--- src/rtl/alu8_pkg.sv ---
package alu8_pkg;

    localparam int DW    = 8;
    localparam int WW    = 2 * DW;
    localparam int IMMW  = 6;
    localparam int FLW   = 8;
    localparam int FIDXW = $clog2(FLW);
    localparam int OPW   = 5;
    localparam int MSB   = DW - 1;
    localparam int HB    = DW / 2 - 1;

    typedef enum logic [OPW-1:0] {
        OP_ADD  = 5'd0,  OP_ADC  = 5'd1,  OP_SUB  = 5'd2,  OP_SBC  = 5'd3,
        OP_CMP  = 5'd4,  OP_CPC  = 5'd5,  OP_INC  = 5'd6,  OP_DEC  = 5'd7,
        OP_NEG  = 5'd8,  OP_AND  = 5'd9,  OP_OR   = 5'd10, OP_XOR  = 5'd11,
        OP_CLRM = 5'd12, OP_TST  = 5'd13, OP_CLR  = 5'd14, OP_COM  = 5'd15,
        OP_SWAP = 5'd16, OP_ASR  = 5'd17, OP_LSR  = 5'd18, OP_LSL  = 5'd19,
        OP_ROL  = 5'd20, OP_ROR  = 5'd21, OP_WADD = 5'd22, OP_WSUB = 5'd23,
        OP_FSET = 5'd24, OP_FCLR = 5'd25
    } alu_op_e;

    typedef enum logic [2:0] {
        U_ARITH, U_LOGIC, U_SHIFT, U_FLAG, U_NONE
    } unit_e;

    // Packed from bit 7 down to bit 0.
    typedef struct packed {
        logic i;
        logic t;
        logic h;
        logic s;
        logic v;
        logic n;
        logic z;
        logic c;
    } sreg_t;

    typedef struct packed {
        logic [DW-1:0] res;
        sreg_t         fl;
    } unit_out_t;

    function automatic unit_e op_unit(input alu_op_e op);
        unit_e u;
        case (op)
            OP_ADD, OP_ADC, OP_SUB, OP_SBC, OP_CMP, OP_CPC,
            OP_INC, OP_DEC, OP_NEG:                          u = U_ARITH;
            OP_AND, OP_OR, OP_XOR, OP_CLRM, OP_TST, OP_CLR,
            OP_COM, OP_SWAP:                                 u = U_LOGIC;
            OP_ASR, OP_LSR, OP_LSL, OP_ROL, OP_ROR:          u = U_SHIFT;
            OP_FSET, OP_FCLR:                                u = U_FLAG;
            default:                                         u = U_NONE;
        endcase
        return u;
    endfunction

    function automatic logic is_word(input alu_op_e op);
        return (op == OP_WADD) || (op == OP_WSUB);
    endfunction

    function automatic logic writes_result(input alu_op_e op);
        return !((op == OP_CMP) || (op == OP_CPC) ||
                 (op == OP_FSET) || (op == OP_FCLR));
    endfunction

    function automatic sreg_t set_nzvs(input sreg_t f, input logic [DW-1:0] r,
                                       input logic v);
        sreg_t o;
        o   = f;
        o.n = r[MSB];
        o.z = (r == '0);
        o.v = v;
        o.s = r[MSB] ^ v;
        return o;
    endfunction

endpackage

--- src/rtl/alu8_arith.sv ---
module alu8_arith
    import alu8_pkg::*;
(
    input  alu_op_e       op,
    input  logic [DW-1:0] a,
    input  logic [DW-1:0] b,
    input  sreg_t         fin,
    output unit_out_t     out
);

    logic          is_sub;
    logic          use_c;
    logic          sticky_z;
    logic          keep_ch;
    logic          cin;
    logic          h;
    logic          v;
    logic [DW-1:0] x;
    logic [DW-1:0] y;
    logic [DW-1:0] r;
    logic [DW:0]   wide;

    always_comb begin
        x        = a;
        y        = b;
        is_sub   = 1'b0;
        use_c    = 1'b0;
        sticky_z = 1'b0;
        keep_ch  = 1'b0;
        case (op)
            OP_ADC:         use_c = 1'b1;
            OP_SUB, OP_CMP: is_sub = 1'b1;
            OP_SBC, OP_CPC: begin
                is_sub   = 1'b1;
                use_c    = 1'b1;
                sticky_z = 1'b1;
            end
            OP_INC: begin
                y       = DW'(1);
                keep_ch = 1'b1;
            end
            OP_DEC: begin
                y       = DW'(1);
                is_sub  = 1'b1;
                keep_ch = 1'b1;
            end
            OP_NEG: begin
                x      = '0;
                y      = a;
                is_sub = 1'b1;
            end
            default: ;
        endcase

        cin = use_c & fin.c;
        if (is_sub)
            wide = {1'b0, x} - {1'b0, y} - {{DW{1'b0}}, cin};
        else
            wide = {1'b0, x} + {1'b0, y} + {{DW{1'b0}}, cin};
        r = wide[DW-1:0];

        if (is_sub) begin
            h = (~x[HB] & y[HB]) | (y[HB] & r[HB]) | (r[HB] & ~x[HB]);
            v = (x[MSB] & ~y[MSB] & ~r[MSB]) | (~x[MSB] & y[MSB] & r[MSB]);
        end else begin
            h = (x[HB] & y[HB]) | (y[HB] & ~r[HB]) | (~r[HB] & x[HB]);
            v = (x[MSB] & y[MSB] & ~r[MSB]) | (~x[MSB] & ~y[MSB] & r[MSB]);
        end

        out.res = r;
        out.fl  = set_nzvs(fin, r, v);
        if (sticky_z)
            out.fl.z = (r == '0) & fin.z;
        if (!keep_ch) begin
            out.fl.c = wide[DW];
            out.fl.h = h;
        end
    end

endmodule

--- src/rtl/alu8_logic.sv ---
module alu8_logic
    import alu8_pkg::*;
(
    input  alu_op_e       op,
    input  logic [DW-1:0] a,
    input  logic [DW-1:0] b,
    input  sreg_t         fin,
    output unit_out_t     out
);

    logic [DW-1:0] r;

    always_comb begin
        case (op)
            OP_AND:  r = a & b;
            OP_OR:   r = a | b;
            OP_XOR:  r = a ^ b;
            OP_CLRM: r = a & ~b;
            OP_TST:  r = a & a;
            OP_CLR:  r = a ^ a;
            OP_COM:  r = ~a;
            OP_SWAP: r = {a[HB:0], a[MSB:HB+1]};
            default: r = a;
        endcase

        out.res = r;
        if (op == OP_SWAP) begin
            out.fl = fin;
        end else begin
            out.fl = set_nzvs(fin, r, 1'b0);
            if (op == OP_COM)
                out.fl.c = 1'b1;
        end
    end

endmodule

--- src/rtl/alu8_shift.sv ---
module alu8_shift
    import alu8_pkg::*;
(
    input  alu_op_e       op,
    input  logic [DW-1:0] a,
    input  sreg_t         fin,
    output unit_out_t     out
);

    logic [DW-1:0] r;
    logic          cout;

    always_comb begin
        case (op)
            OP_ASR: begin r = {a[MSB], a[MSB:1]};     cout = a[0];   end
            OP_LSR: begin r = {1'b0, a[MSB:1]};       cout = a[0];   end
            OP_LSL: begin r = {a[MSB-1:0], 1'b0};     cout = a[MSB]; end
            OP_ROL: begin r = {a[MSB-1:0], fin.c};    cout = a[MSB]; end
            OP_ROR: begin r = {fin.c, a[MSB:1]};      cout = a[0];   end
            default: begin r = a;                     cout = fin.c;  end
        endcase

        out.res  = r;
        out.fl   = set_nzvs(fin, r, r[MSB] ^ cout);
        out.fl.c = cout;
    end

endmodule

--- src/rtl/alu8_word.sv ---
module alu8_word
    import alu8_pkg::*;
(
    input  logic            clk,
    input  logic            rst,
    input  logic            start,
    input  logic            sub_in,
    input  logic [WW-1:0]   pair,
    input  logic [IMMW-1:0] imm,
    input  sreg_t           fin,
    output logic            busy,
    output logic [WW-1:0]   wres,
    output sreg_t           fout
);

    logic          busy_q;
    logic          sub_q;
    logic          cy_q;
    logic [DW-1:0] hi_q;
    logic [DW-1:0] lo_q;
    logic [DW-1:0] imm_ext;
    logic [DW:0]   lo_step;
    logic [DW-1:0] hi_res;
    logic          p_msb;
    logic          r_msb;
    logic          v;
    logic          c;

    assign imm_ext = {{(DW-IMMW){1'b0}}, imm};
    assign lo_step = sub_in ? ({1'b0, pair[DW-1:0]} - {1'b0, imm_ext})
                            : ({1'b0, pair[DW-1:0]} + {1'b0, imm_ext});

    always_ff @(posedge clk) begin
        if (rst) begin
            busy_q <= 1'b0;
            sub_q  <= 1'b0;
            cy_q   <= 1'b0;
            hi_q   <= '0;
            lo_q   <= '0;
        end else begin
            busy_q <= start;
            if (start) begin
                sub_q <= sub_in;
                hi_q  <= pair[WW-1:DW];
                lo_q  <= lo_step[DW-1:0];
                cy_q  <= lo_step[DW];
            end
        end
    end

    always_comb begin
        hi_res = sub_q ? (hi_q - {{(DW-1){1'b0}}, cy_q})
                       : (hi_q + {{(DW-1){1'b0}}, cy_q});
        wres   = {hi_res, lo_q};
        p_msb  = hi_q[MSB];
        r_msb  = hi_res[MSB];
        if (sub_q) begin
            v = p_msb & ~r_msb;
            c = r_msb & ~p_msb;
        end else begin
            v = ~p_msb & r_msb;
            c = ~r_msb & p_msb;
        end
        fout   = fin;
        fout.n = r_msb;
        fout.v = v;
        fout.s = r_msb ^ v;
        fout.z = (wres == '0);
        fout.c = c;
    end

    assign busy = busy_q;

endmodule

--- src/rtl/alu8_core.sv ---
module alu8_core
    import alu8_pkg::*;
(
    input  logic            clk,
    input  logic            rst,
    input  logic            op_valid,
    input  logic [OPW-1:0]  op_code,
    input  logic [DW-1:0]   opa,
    input  logic [DW-1:0]   opb,
    input  logic [WW-1:0]   pair_in,
    output logic            res_valid,
    output logic            res_write,
    output logic [WW-1:0]   res_data,
    output logic [FLW-1:0]  flags,
    output logic            busy
);

    alu_op_e       op;
    logic          accept;
    logic          word_busy;
    sreg_t         flags_q;
    unit_out_t     arith_o;
    unit_out_t     logic_o;
    unit_out_t     shift_o;
    logic [WW-1:0] word_res;
    sreg_t         word_fl;
    logic [FLW-1:0] fl_vec;
    logic [FLW-1:0] fl_bitop;
    logic [DW-1:0] nxt_res;
    sreg_t         nxt_fl;
    logic          res_valid_q;
    logic          res_write_q;
    logic [WW-1:0] res_q;

    assign op     = alu_op_e'(op_code);
    assign accept = op_valid & ~word_busy;
    assign fl_vec = flags_q;

    alu8_arith u_arith (
        .op  (op),
        .a   (opa),
        .b   (opb),
        .fin (flags_q),
        .out (arith_o)
    );

    alu8_logic u_logic (
        .op  (op),
        .a   (opa),
        .b   (opb),
        .fin (flags_q),
        .out (logic_o)
    );

    alu8_shift u_shift (
        .op  (op),
        .a   (opa),
        .fin (flags_q),
        .out (shift_o)
    );

    alu8_word u_word (
        .clk    (clk),
        .rst    (rst),
        .start  (accept & is_word(op)),
        .sub_in (op == OP_WSUB),
        .pair   (pair_in),
        .imm    (opb[IMMW-1:0]),
        .fin    (flags_q),
        .busy   (word_busy),
        .wres   (word_res),
        .fout   (word_fl)
    );

    // One select per status bit for the flag set and clear operations.
    for (genvar gi = 0; gi < FLW; gi++) begin : g_flagbit
        assign fl_bitop[gi] = (opb[FIDXW-1:0] == FIDXW'(gi)) ? (op == OP_FSET)
                                                              : fl_vec[gi];
    end

    always_comb begin
        case (op_unit(op))
            U_ARITH: begin nxt_res = arith_o.res; nxt_fl = arith_o.fl; end
            U_LOGIC: begin nxt_res = logic_o.res; nxt_fl = logic_o.fl; end
            U_SHIFT: begin nxt_res = shift_o.res; nxt_fl = shift_o.fl; end
            U_FLAG:  begin nxt_res = '0;          nxt_fl = sreg_t'(fl_bitop); end
            default: begin nxt_res = '0;          nxt_fl = flags_q; end
        endcase
    end

    always_ff @(posedge clk) begin
        if (rst) begin
            flags_q     <= '0;
            res_valid_q <= 1'b0;
            res_write_q <= 1'b0;
            res_q       <= '0;
        end else begin
            res_valid_q <= 1'b0;
            res_write_q <= 1'b0;
            if (word_busy) begin
                res_valid_q <= 1'b1;
                res_write_q <= 1'b1;
                res_q       <= word_res;
                flags_q     <= word_fl;
            end else if (accept && !is_word(op)) begin
                res_valid_q <= 1'b1;
                res_write_q <= writes_result(op);
                flags_q     <= nxt_fl;
                if (writes_result(op))
                    res_q <= {{(WW-DW){1'b0}}, nxt_res};
            end
        end
    end

    assign res_valid = res_valid_q;
    assign res_write = res_write_q;
    assign res_data  = res_q;
    assign flags     = flags_q;
    assign busy      = word_busy;

endmodule

--- config.mk ---
export PLATFORM = sky130hd
export DESIGN_NAME = alu8_core
export DESIGN_NICKNAME = d
export VERILOG_FILES = /design/src/rtl/alu8_pkg.sv /design/src/rtl/alu8_arith.sv /design/src/rtl/alu8_logic.sv /design/src/rtl/alu8_shift.sv /design/src/rtl/alu8_word.sv /design/src/rtl/alu8_core.sv
export SDC_FILE = /design/constraint.sdc
export NUM_CORES = 1
export LEC_CHECK = 0
export ABC_CLOCK_PERIOD_IN_PS = 4800
export BUFFER_PORTS_ARGS = -buffer_cell sky130_fd_sc_hd__buf_2
export CAP_MARGIN = 25
export CORE_ASPECT_RATIO = 2
export CORE_UTILIZATION = 61
export CTS_CLUSTER_SIZE = 30
export DETAILED_ROUTE_END_ITERATION = 10
export GPL_TIMING_DRIVEN = 0
export PLACE_DENSITY = 0.82
export SLEW_MARGIN = 10
export SYNTH_ARGS = -nofsm -noshare
export SYNTH_HDL_FRONTEND = slang
export SYNTH_HIERARCHICAL = 1
export SYNTH_SLANG_ARGS = --single-unit
--- constraint.sdc ---
create_clock -name clk -period 4.8 [get_ports clk]
set_clock_uncertainty 0.15 [all_clocks]
set_input_delay 0.24 -clock clk [delete_from_list [all_inputs] [get_ports clk]]
set_output_delay 0.24 -clock clk [all_outputs]
set_load 0.05 [all_outputs]
# [Yosys cells after proc, flatten, opt, wreduce, memory -nomap -nowiden]
# Memory sizes are Yosys's and may differ from the RTL's.
# Index checks and enable logic that the tools add are counted.
[totals] rom_bits=96 mem_count=1 word_cells=191 register_bits=45 out_inout_bits=27 inputBits=40
[memory_table] memory="(name not given)" words=32 width=3 read_ports=1 rd_clocked_by_memory_dff=0 write_ports=0 line="alu8_pkg.sv:45" source="case (op)"
[op_classes] n_reduce_logical=31 bitwise_logic=49 addsub=8 n_mux=40 n_eq_ne=46
[ops] op="case mux 8 bit (8 select lines)" count=1
[ops] op="equality test 5 bit, second input constant" count=10
[ops] op="2-to-1 mux 16 bit" count=3
[ops] op="equality test 5 x 4 -> 1 bit, second input constant" count=8
[ops] op="case mux 8 bit (5 select lines)" count=1
[ops] op="case mux 8 bit (4 select lines)" count=1
[ops] op="bitwise AND 8 bit" count=3
[ops] op="zero test 8 bit" count=3
[ops] op="2-to-1 mux 1 bit" count=24
[ops] op="case mux 8 bit (3 select lines)" count=1
[ops] op="inequality test 3 x 2 -> 1 bit, second input constant" count=7
[ops] op="AND reduction 7 bit" count=3
[ops] op="bitwise AND 1 bit" count=20
[ops] op="equality test 5 x 3 -> 1 bit, second input constant" count=4
[ops] op="2-to-1 mux 9 bit" count=2
[ops] op="zero test 16 bit" count=1
[ops] op="2-to-1 mux 8 bit" count=2
[ops] op="inverter 8 bit" count=2
[ops] op="case mux 8 bit (2 select lines)" count=1
[ops] op="AND reduction 4 bit" count=4
[ops] op="bitwise XOR 8 bit" count=2
[ops] op="2-to-1 mux 5 bit" count=3
[ops] op="equality test 3 x 2 -> 1 bit, second input constant" count=4
[ops] op="equality test 3 bit, second input constant" count=4
[ops] op="30 further kinds" count=60

# [Depth between registers and ports, before layout]
# Gate-level depths: netlist of run 1.
[depth] word_depth=15 depth_mapped=19 mapped_depth_nobuf=17

# [Modules after synthesis]
# The synthesis of run 1 kept the hierarchy.
[by_module_without_submodules] module="alu8_core" seq_area_each_um2=520.5 cells_per_inst=218 area_per_inst_um2=1823.0 n_inst=1
[by_module_without_submodules] module="alu8_word" seq_area_each_um2=380.4 cells_per_inst=194 area_per_inst_um2=1579.0 n_inst=1
[by_module_without_submodules] module="alu8_arith" seq_area_each_um2=0.0 cells_per_inst=205 area_per_inst_um2=1440.1 n_inst=1
[by_module_without_submodules] module="alu8_logic" seq_area_each_um2=0.0 cells_per_inst=147 area_per_inst_um2=967.2 n_inst=1
[by_module_without_submodules] module="alu8_shift" seq_area_each_um2=0.0 cells_per_inst=62 area_per_inst_um2=470.5 n_inst=1

# [Least setup slack after synthesis of run 1]
# Ideal clock, no wire load.
[synth_path] kind="input to register" start="input op_code[2]" end="register flags_q, in the netlist flags[1]" path_slack_ns=0.513 stages=14 setup_time_ns=0.086 required_time_ns=4.564 t_arrival_ns=4.051 n_path_buf=1 path_cell_list="buf_6 or4b_4 nor2_1 o21ai_0 ha_1 ha_1 a2111oi_0 a211oi_1 mux2_2 or4b_1 nor4_2 inv_1 a211o_1 a221oi_2"
[synth_rtl] element="start, declared" line="alu8_core.sv:7" source="input logic [OPW-1:0] op_code,"
[synth_rtl] element="end signal, assigned" line="alu8_core.sv:104" source="flags_q <= word_fl;"
[synth_rtl] element="end signal, assigned" line="alu8_core.sv:108" source="flags_q <= nxt_fl;"
[synth_rtl] element="end, declared" line="alu8_core.sv:21" source="sreg_t flags_q;"

==> results of run 1 <==
-- worst paths after layout --
check	from	to	slack (ns)
setup / recovery	op_code[1]	flags[1]$_SDFFE_PP0P_	0.26
hold / removal	pair_in[9]	u_word/hi_q[1]$_SDFFE_PP0P_	0.04
setup reg to reg	flags[0]$_SDFFE_PP0P_	flags[1]$_SDFFE_PP0P_	0.78
hold reg to reg	u_word/hi_q[0]$_SDFFE_PP0P_	u_word/hi_q[0]$_SDFFE_PP0P_	0.35
-- where the power goes --
part	internal [uW]	switching (uW)	leakage, uW	total, uW
combinational	281	448	0.00255	729
clock	297	144	0.0000938	441
sequential	387	15.7	0.000365	403
-- layer usage --
layer,vias up,wire (microns),part of all wire [%]
li1,3185,-,-
met1,3278,7240,33
met2,362,10800,50
met3,163,1440,6.7
met4,0,2170,10
met5,-,0,0
-- layout by cell type, fill, tap and decap left out, types with 24 or more instances in the layout --
| cell type | n |
|---|---|
| a21oi_1 | 40 |
| buf_2 | 72 |
| buf_4 | 25 |
| dfxtp_1 | 45 |
| ha_1 | 44 |
| inv_1 | 81 |
| mux2i_1 | 25 |
| nand2_1 | 55 |
| nor2_1 | 77 |
| nor3_1 | 24 |
| o21ai_0 | 39 |
-- per-stage QoR --
step                utilization, %  hold slack, ns  worst slack, ns
global route                  69.8          0.0729           0.0165
detailed placement            67.2           0.336           -0.571
global placement              67.2           0.327           -0.334
CTS                           69.2          0.0385           0.0189
floorplan                        -           0.230            0.513
finish                        69.8          0.0413            0.264
-- logic make-up after synthesis --
kind of cell	Yosys count
flip-flops	45
adder cells (fa/ha/maj)	52
XOR/XNOR	22
multiplexers	32
buffers and inverters	140
AO/OA/AOI/OAI	260
AND/OR/NAND/NOR	275
-- registers in the layout (all words and copies together), names as in the netlist --
| signal | count |
|---|---|
| flags | 8 |
| res_data | 16 |
| res_valid | 1 |
| res_write | 1 |
| u_word/busy | 1 |
| u_word/cy_q | 1 |
| u_word/hi_q | 8 |
| u_word/lo_q | 8 |
| u_word/sub_q | 1 |
-- synthesized netlist by cell type (6+ instances only) --
cell type,count
xor2_1,7
ha_1,45
dfxtp_1,45
a21boi_0,6
buf_4,22
a22oi_1,21
nand2_1,56
inv_1,81
o21a_1,9
a222oi_1,8
buf_2,6
xnor2_1,15
clkbuf_1,17
mux2i_1,25
fa_1,6
a211o_1,11
o22ai_1,10
a211oi_1,11
buf_6,9
and2_1,10
nor2b_1,8
a221oi_2,8
nand3b_1,7
nand3_1,20
a221oi_1,9
a221o_2,8
nand2b_1,12
o21ai_0,40
a21oi_1,40
nor3_1,24
nor2_1,78
o211ai_1,8
o31ai_1,6
mux2_2,7
-- worst min-delay path: cells and delay by family --
kind / cells / cell delay (ns)
buf+inv: 1 / 0.08
mux: 1 / 0.06
simple gates: 1 / 0.07
-- area by class of cell --
type	count	area (sq um)
inverters	83	312
well taps	135	169
clock inverters	3	65.1
flip-flops and latches	45	901
plain buffers	57	392
clock buffers	5	125
fillers	861	3050
multi-input cells	641	4710
repair buffers	70	360
-- repair_timing --
| item | 4_1_cts | 5_1_grt |
|---|---|---|
| pin swaps | 0 | 3 |
| buffers inserted | 0 | 3 |
| gates cloned | 0 | 0 |
| gates resized for setup | 3 | 10 |
| endpoints found under the setup margin | 1 | 1 |
==> results.ini, run 1 <==
[outcome]
status=finished, final reports clean

[clock_tree]
insertion_delay_ns=0.29
cts_max_level=2
root_buffer=clkbuf_16
cts_tree=yes
hold_buffers=0
path_clk_slew_ns=0.06
clockBufferDepth=2
cts_sinks=45
cts_buffers=5

[setup_path]
crit_buf_inv=3
path_cells=buf_2 -> clkbuf_1 -> or4b_4 -> nor2_4 -> nand2_1 -> o21ai_1 -> ha_1 -> ha_2 -> nand3_1 -> o211ai_1 -> a211oi_1 -> mux2_2 -> or4b_1 -> nor4_2 -> inv_1 -> a211o_1 -> a221oi_2
cp_top_family=simple AND/OR/NAND/NOR gates
worstPathArrival_ns=4.60
worst-endpoint-required_ns=4.86
startpoint_type=primary input
critPathMaxFanout=9
cp-end-kind=flip-flop
worstRegToRegCells=14
slowest_stage=or4b_4
max_stage_delay_ns=0.57
path_depth=17
critPathKind=in2reg

[yosys]
synth_mux_area_share_pct=5.24
synthCells=826
ys.flop_type=dfxtp_1
syn_area_per_cell_sq_um=7.60
synth_cell_types=99
synth_top_family_by_area=compound AO/OA/AOI/OAI gates
synth_fa_ha_area_share_pct=11.1
yosys_warnings=6
async_flop_share_pct=0
synth_edf_count=0
synthSimpleGateAreaFrac_pct=23.7
synth-seq-cells=45
seq_area_frac_synth_pct=14.3
syn_area_sq_mm=0.00628
yosys-top-cells-area=dfxtp_1 (14%), ha_1 (9.0%), inv_1 (4.8%)
synth_compound_area_share_pct=31.5
synth_top_area_share_pct=14.3
yosys.area.top_type=dfxtp_1
syn-num-nets=917
synth_xor_area_share_pct=3.07

[place]
portBuffers=66
dp_hpwl_microns=16600
dpl.cell_count=1027
place_congestion=1.01
placed_area_sq_mm=0.00678

[floorplanning]
rows=52
die_h_microns=145
ios=67
die-area_sq_mm=0.0107
core_sq_mm=0.0101
initial_core_util_pct=62.3
fp.dieW_microns=73.7

[routing]
wl_per_cell_microns=20.8
avgViaCountPerCell=6.73
drt_iter0_markers=596
ant_nets=0
firstDrtPassIters=8
num_vias=6988
remaining_drc_errors=0
wirelength_microns=21600

[global_routing]
top_usage_layer=met2
grtUsageMet1_pct=40.7
grt_overflow=0
grt_max_degree=23
gr-usage-met2_pct=69.1
grt_use_met3_pct=8.59
antenna_found_initial=0
grt_pass1_wl_microns=33900
grt_pass1_vias=6874
grt_usage_pct=41.1

[min_path]
hp-class=in2reg
whs_path_depth=3

[cells_and_area]
area_growth_syn_to_layout_pct=12.0
final_cell_area_sq_mm=0.00704
layout-drive-gt1-share_pct=20.1
fin_cells=1039
antenna_cells_inserted=0
fin_nets=994

[sta]
drv_slew=0
tightest_slew_ns=0.831
max_slew_margin_pct=44.6
final_hold_viol_count=0
finalCritPeriodShare_pct=94.5
rsz0062_at_grt=false
setup_viol=0
finalCriticalPeriod_ns=4.54
tns_ns=0
fmax_mhz=220

[power]
vdd_drop_max_uv=326
powerDensity_mw_per_mm2=224
power_leakage_uw=0.00301
p_total_uw=1570

[run]
cap_violations=0

Power figures use the tool's default switching activity.
==> run 2, diff against run 1 <==
--- a/config.mk
+++ b/config.mk
@@ -10,9 +10,10 @@
 export CAP_MARGIN = 25
 export CORE_ASPECT_RATIO = 2
 export CORE_UTILIZATION = 61
-export CTS_CLUSTER_SIZE = 30
+export CTS_CLUSTER_SIZE = 20
 export DETAILED_ROUTE_END_ITERATION = 10
 export GPL_TIMING_DRIVEN = 0
+export MAX_ROUTING_LAYER = met4
 export PLACE_DENSITY = 0.82
 export SLEW_MARGIN = 10
 export SYNTH_ARGS = -nofsm -noshare
==> run 2 against run 1 <==
Via count increased by 1.1%. Critical path depth down 2. Register-to-register slack gained 0.05 ns. Power fell by 2.2%. Flip-flop and latch count did not move. Design area is 0.44% lower. Fmax rose by 1.1%. Routed wire length is 1.1% higher. Critical path type unchanged. Largest power group unchanged.
==> results.ini, run 2 (synthesis gave the netlist of run 1 again) <==
[outcome]
status=finished, final reports clean

[clock_tree]
cts_sinks=45  ; unchanged
insertion_delay_ns=0.29  ; about the same
clockBufferDepth=2  ; unchanged
cts_buffers=5  ; unchanged
hold_buffers=0  ; unchanged
path_clk_slew_ns=0.06  ; about the same
cts_tree=yes
cts_max_level=2  ; unchanged
root_buffer=clkbuf_16

[sta]
drv_slew=0  ; unchanged
rsz0062_at_grt=false
setup_viol=0  ; unchanged
finalCritPeriodShare_pct=93.5  ; -1.0 points
tightest_slew_ns=0.976  ; +0.145 ns
max_slew_margin_pct=34.4  ; -10 points
finalCriticalPeriod_ns=4.49  ; -0.0485 ns
final_hold_viol_count=0  ; unchanged
fmax_mhz=223  ; +1.1%

[floorplanning]
rows=52  ; unchanged
die_h_microns=145  ; unchanged
die-area_sq_mm=0.0107  ; unchanged
fp.dieW_microns=73.7  ; unchanged
initial_core_util_pct=62.3  ; unchanged
ios=67  ; unchanged
core_sq_mm=0.0101  ; unchanged

[global_routing]
antenna_found_initial=0  ; unchanged
grt_pass1_vias=6869  ; -0.073%
grt_max_degree=23  ; unchanged
grt_overflow=0  ; unchanged
grt_usage_pct=41.9  ; +0.75 points
grt_pass1_wl_microns=34000  ; +0.14%

[cells_and_area]
fin_nets=991  ; -0.30%
area_growth_syn_to_layout_pct=11.5
layout-drive-gt1-share_pct=19.9  ; -0.27 points
antenna_cells_inserted=0  ; unchanged
final_cell_area_sq_mm=0.00700  ; -0.44%
final_cell_mix=inv_1 (81), nor2_1 (77), buf_2 (71)
seqCellArea_sq_um=901  ; unchanged
multi_input_area_sq_mm=0.00471  ; about the same
fillers=847  ; -1.6%
largest_reg_flops=16  ; unchanged
final_common_cell=inv_1
final_core_util_pct=69.5  ; -0.31 points

[setup_path]
worst-endpoint-required_ns=4.86  ; about the same
r2r-start=flags[0]$_SDFFE_PP0P_
critPathMaxFanout=10  ; +1
worstPathArrival_ns=4.55  ; -0.05 ns
r2r-end=flags[1]$_SDFFE_PP0P_
cp_top_family=simple AND/OR/NAND/NOR gates
slowest_stage=or4b_4
crit_top_cell=ha_1
critPathKind=in2reg
worstRegToRegCells=12  ; -2
path_depth=15  ; -2
path_cells=buf_2 -> clkbuf_1 -> or4b_4 -> nor2_4 -> o21ai_0 -> ha_1 -> ha_1 -> a2111oi_2 -> a211oi_1 -> mux2_2 -> or4b_1 -> nor4_2 -> inv_1 -> a211o_1 -> a221oi_2
startpoint_type=primary input
r2r_slack_ns=0.83  ; +0.05 ns
cp-end-kind=flip-flop
crit_buf_inv=3  ; unchanged
max_stage_delay_ns=0.56  ; about the same

[min_path]
min_from=pair_in[9]
hold_end=u_word/hi_q[1]$_SDFFE_PP0P_
whs_path_depth=3  ; unchanged
hp-class=in2reg

[place]
placed_area_sq_mm=0.00678  ; unchanged
place_congestion=1.01  ; -0.63%
dp_hpwl_microns=16700  ; +0.54%
portBuffers=66  ; unchanged

[routing]
avgViaCountPerCell=6.82  ; +1.4%
firstDrtPassIters=11  ; +3
wl_met2_microns=11200  ; +4.3%
ant_nets=0  ; unchanged
num_vias=7068  ; +1.1%
routed.top_layer=met4
m1WireLength_microns=7340  ; +1.4%
drt_iter0_markers=622  ; +4.4%
route.met3.wl_microns=1490  ; +3.3%
remaining_drc_errors=0  ; unchanged
wirelength_microns=21900  ; +1.1%
wl_per_cell_microns=21.1  ; +1.4%

[power]
p_seq_share_pct=26.2  ; +0.6 points
pwr-share-comb_pct=47.7  ; +1.4 points
power_leakage_uw=0.00299  ; -0.83%
power_frac_clock_pct=26.1  ; -2.0 points
vdd_drop_max_uv=193  ; -41%
switchingPower_uw=610  ; +0.34%
p_int_uw=929  ; -3.8%
p_sw_share_pct=39.6  ; +1.0 points
powerDensity_mw_per_mm2=220  ; -1.7%

[run]
cap_violations=0  ; unchanged

[run 2: cell types whose count changed in the layout (fill, tap and decap cells not counted), sizes merged]
cell / previous run / this run
clkinvlp: 0 / 1
bufinv: 2 / 1
clkbuf: 23 / 24
clkinv: 1 / 0
buf: 108 / 105
[run 2: repair_timing]
action                                  4_1_cts  5_1_grt
pin swaps                                     0        1
resized for setup                             4        8
buffers inserted                              0        1
endpoints found under the setup margin        1        1
[run 2: stage by stage]
step	setup slack [ns]	power (uW)	instances	hold slack [ns]	TNS, ns
detailed placement	-0.483	1110	1027	0.332	-0.733
CTS	0.112	1510	1035	0.0445	0
floorplan	0.513	914	826	0.230	0
finish	0.313	1540	1036	0.0426	0
global route	0.0363	1610	1036	0.0628	0
global placement	-0.225	1080	1027	0.328	-0.225
[run 2: power by group through the flow]
stage / combinational (uW) / sequential (uW) / clock (uW)
after floorplan: 471 / 443 / 0
after global placement: 676 / 409 / 0
after detailed placement: 700 / 409 / 0
after CTS: 704 / 402 / 402
after global routing: 787 / 404 / 415
final: 735 / 403 / 401
[run 2: layout make-up]
| class | count | area share [%] |
|---|---|---|
| multi-input cells | 641 | 67.3 |
| plain buffers | 57 | 5.59 |
| flip-flops and latches | 45 | 12.9 |
| clock inverters | 2 | 0.536 |
| well taps | 135 | 2.41 |
| repair buffers | 67 | 4.86 |
| clock buffers | 6 | 1.98 |
| inverters | 83 | 4.45 |
[run 2: tightest hold or removal path, delay by kind of cell]
family | cells | cell delay [ns]
multiplexers | 1 | 0.06
AND/OR/NAND/NOR | 1 | 0.07
buffers and inverters | 1 | 0.08
[run 2: worst max-delay path by stage]
stage                    start                     to  slack, ns
finish              op_code[1]  flags[1]$_SDFFE_PP0P_       0.31
detailed placement  op_code[4]  flags[1]$_SDFFE_PP0P_      -0.48
CTS                 op_code[4]  flags[1]$_SDFFE_PP0P_       0.11
global route        op_code[1]  flags[1]$_SDFFE_PP0P_       0.04
floorplan           op_code[2]  flags[1]$_SDFFE_PP0P_       0.51
global placement    op_code[2]  flags[1]$_SDFFE_PP0P_      -0.22
[run 2: per-layer routing]
metal  GRT usage [%]  vias up
li1                -     3194
met1            39.6     3318
met2            70.1      403
met3            8.31      153
met4            34.2        0
met5               -        -
==> run 3, diff against run 2 <==
--- a/config.mk
+++ b/config.mk
@@ -5,16 +5,17 @@
 export SDC_FILE = /design/constraint.sdc
 export NUM_CORES = 1
 export LEC_CHECK = 0
+export ABC_AREA = 1
 export ABC_CLOCK_PERIOD_IN_PS = 4800
 export BUFFER_PORTS_ARGS = -buffer_cell sky130_fd_sc_hd__buf_2
 export CAP_MARGIN = 25
 export CORE_ASPECT_RATIO = 2
-export CORE_UTILIZATION = 61
+export CORE_UTILIZATION = 62
 export CTS_CLUSTER_SIZE = 20
 export DETAILED_ROUTE_END_ITERATION = 10
 export GPL_TIMING_DRIVEN = 0
 export MAX_ROUTING_LAYER = met4
-export PLACE_DENSITY = 0.82
+export PLACE_DENSITY = 0.83
 export SLEW_MARGIN = 10
 export SYNTH_ARGS = -nofsm -noshare
 export SYNTH_HDL_FRONTEND = slang
==> run 3 against run 2 <==
Core utilization up 0.52 points. Register-to-register slack better by 0.64 ns. Largest power group unchanged. Cell count up 28%. Highest routed layer unchanged. Power down 9.8%. Via count up 0.23%. Worst setup slack better by 0.40 ns. First-iteration DRC count down 48%. Area after synthesis up 2.8%. Sequential power down 1%. Count of clock-buffer cells in the layout down 1. Clock power down 13%.
==> results.ini, run 3 <==
[sta]
final_hold_viol_count=0  ; unchanged
fmax_mhz=245  ; +9.8%
tightest_slew_ns=0.838  ; -0.138 ns
rsz0062_at_grt=false
max_slew_margin_pct=43.7  ; +9.3 points
tns_ns=0  ; unchanged
drv_slew=0  ; unchanged
whs_ns=0.0416  ; -0.00108 ns
setup_viol=0  ; unchanged
finalCritPeriodShare_pct=85.1  ; -8.4 points
finalCriticalPeriod_ns=4.09  ; -0.402 ns

[setup_path]
worstPathArrival_ns=4.16  ; -0.39 ns
cp_top_family=simple AND/OR/NAND/NOR gates
worst-endpoint-required_ns=4.87  ; about the same
crit_top_cell=nand2_1
max_stage_delay_ns=0.67  ; +0.11 ns
startpoint_type=primary input
critPathKind=in2reg
crit_buf_inv=1  ; -2
cp-end-kind=flip-flop
critPathMaxFanout=15  ; +5
slowest_stage=nor3_1

[power]
p_int_uw=799  ; -14%
power_frac_clock_pct=25.2  ; -0.9 points
powerDensity_mw_per_mm2=195  ; -11%
p_seq_share_pct=28.7  ; +2.5 points
p_sw_share_pct=42.4  ; +2.8 points
power_leakage_uw=0.00388  ; +30%
p_total_uw=1390  ; -9.8%
vdd_drop_max_uv=182  ; -5.6%
pwr-share-comb_pct=46.0  ; -1.7 points
switchingPower_uw=589  ; -3.4%

[clock_tree]
cts_sinks=45  ; unchanged
post_cts_buffers=0  ; unchanged
cts_buffers=5  ; unchanged
path_clk_slew_ns=0.07  ; about the same
hold_buffers=0  ; unchanged
clockBufferDepth=2  ; unchanged
insertion_delay_ns=0.29  ; about the same
cts_resized=0  ; -4
cts_tree=yes
cts_max_level=2  ; unchanged
root_buffer=clkbuf_16

[cells_and_area]
fin_nets=1280  ; +29%
layout-drive-gt1-share_pct=17.4  ; -2.5 points
area_growth_syn_to_layout_pct=9.98
final_cell_mix=nand2_1 (307), inv_1 (187), nor2_1 (125)
largest_reg_flops=16  ; unchanged
antenna_cells_inserted=0  ; unchanged
final_common_cell=nand2_1

[yosys]
synth-seq-cells=45  ; unchanged
synth_cell_types=51  ; -48%
ys.flop_type=dfxtp_1
syn_area_sq_mm=0.00646  ; +2.8%
yosys.cell_count.top_type=nand2_1
yosys_warnings=6  ; unchanged
synth_top_area_share_pct=17.8  ; +3.5 points
syn_area_per_cell_sq_um=5.78  ; -24%
netlist_top_cells_count=nand2_1 (307), inv_1 (187), nor2_1 (125)
syn-num-nets=1208  ; +32%
yosys.area.top_type=nand2_1
async_flop_share_pct=0  ; unchanged
yosys-top-cells-area=nand2_1 (18%), dfxtp_1 (14%), inv_1 (11%)
synth_edf_count=0  ; unchanged
synthCells=1117  ; +35%
seq_area_frac_synth_pct=14.0  ; -0.39 points

[floorplanning]
initial_core_util_pct=63.6  ; +1.4 points
fp.dieW_microns=74.2  ; +0.57%
rows=52  ; unchanged
die-area_sq_mm=0.0109  ; +1.1%
ios=67  ; unchanged
core_sq_mm=0.0101  ; +0.64%
die_h_microns=146  ; +0.57%

[place]
portBuffers=65  ; -1.5%
dp_hpwl_microns=15000  ; -10%
place_congestion=1.00  ; about the same

[outcome]
status=finished, final reports clean

[global_routing]
grt_overflow=0  ; unchanged
grt_pass1_wl_microns=29300  ; -14%
grt_pass1_vias=6546  ; -4.7%
grt_max_degree=18  ; -22%
antenna_found_initial=0  ; unchanged
grt_usage_pct=35.6  ; -6.3 points

[routing]
firstDrtPassIters=5  ; -6
wl_per_cell_microns=13.9  ; -34%
drt_iter0_markers=321  ; -48%
avgViaCountPerCell=5.35  ; -22%
ant_nets=0  ; unchanged
num_vias=7084  ; +0.23%
remaining_drc_errors=0  ; unchanged
wirelength_microns=18500  ; -16%

[min_path]
hp-class=in2reg

[run]
cap_violations=0  ; unchanged

-- run 3: changes by cell type after synthesis, moves of 11 or more --
cell and change:
nand4_1 +23, nand2b_1 -12, nand2_2 +28, nor3_1 -18, mux2i_1 -25, a211o_1 -11, a21oi_2 +13, inv_1 +106
nor2_1 +47, nand3_1 +83, xnor2_1 -14, a22oi_1 -20, nand2_1 +251, nor2_2 +14
-- run 3: worst paths after layout --
path / from / end / slack [ns] / depth (start not counted)
hold reg to reg: res_data[8]$_SDFFE_PP0P_ / res_data[8]$_SDFFE_PP0P_ / 0.31 / 2
setup reg to reg: flags[0]$_SDFFE_PP0P_ / flags[1]$_SDFFE_PP0P_ / 1.47 / 18
setup / recovery: op_code[2] / flags[4]$_SDFFE_PP0P_ / 0.71 / 25
hold / removal: pair_in[11] / u_word/hi_q[3]$_SDFFE_PP0P_ / 0.04 / 3
-- run 3: metal layers --
layer	vias to the layer above	GRT usage (%)	wire [microns]
li1	3646	-	-
met1	3162	35.4	6660
met2	212	63.4	9900
met3	64	2.76	779
met4	0	22.9	1140
met5	-	-	0
-- run 3: tightest hold or removal path, cell delays in order --
cell and delay, ns:
buf_2 0.09, nand2_1 0.05, a21oi_1 0.06
-- run 3: cells by family after synthesis --
group,synth area share (%)
AO/OA/AOI/OAI,10.8
adder cells (fa/ha/maj),10.6
flip-flops,14.0
AND/OR/NAND/NOR,46.9
XOR/XNOR,1.63
buffers and inverters,16.2
-- run 3: power by group through the flow --
| stage | Clock (uW) | Sequential [uW] | Combinational, uW |
|---|---|---|---|
| after floorplan | 0 | 436 | 441 |
| after global placement | 0 | 406 | 623 |
| after detailed placement | 0 | 407 | 631 |
| after CTS | 353 | 399 | 633 |
| after global routing | 369 | 400 | 714 |
| final | 350 | 399 | 639 |
-- run 3: cell type report --
cell class	instances	area, sq um
Inverter	199	758
Timing Repair Buffer	65	325
Tap cell	135	169
Clock buffer	5	125
Buffer	42	285
Multi-Input combinational cell	831	4510
Clock inverter	3	25.0
Fill cell	1006	3050
Sequential cell	45	901
-- run 3: stage by stage --
stage | cells | util, % | area (sq um) | setup WS (ns)
floorplan | 1117 | - | 6460 | 1.46
global placement | 1317 | 68.5 | 6950 | 0.523
detailed placement | 1317 | 68.5 | 6950 | 0.487
CTS | 1325 | 70.0 | 7100 | 0.796
global route | 1325 | 70.0 | 7100 | 0.393
finish | 1325 | 70.0 | 7100 | 0.714
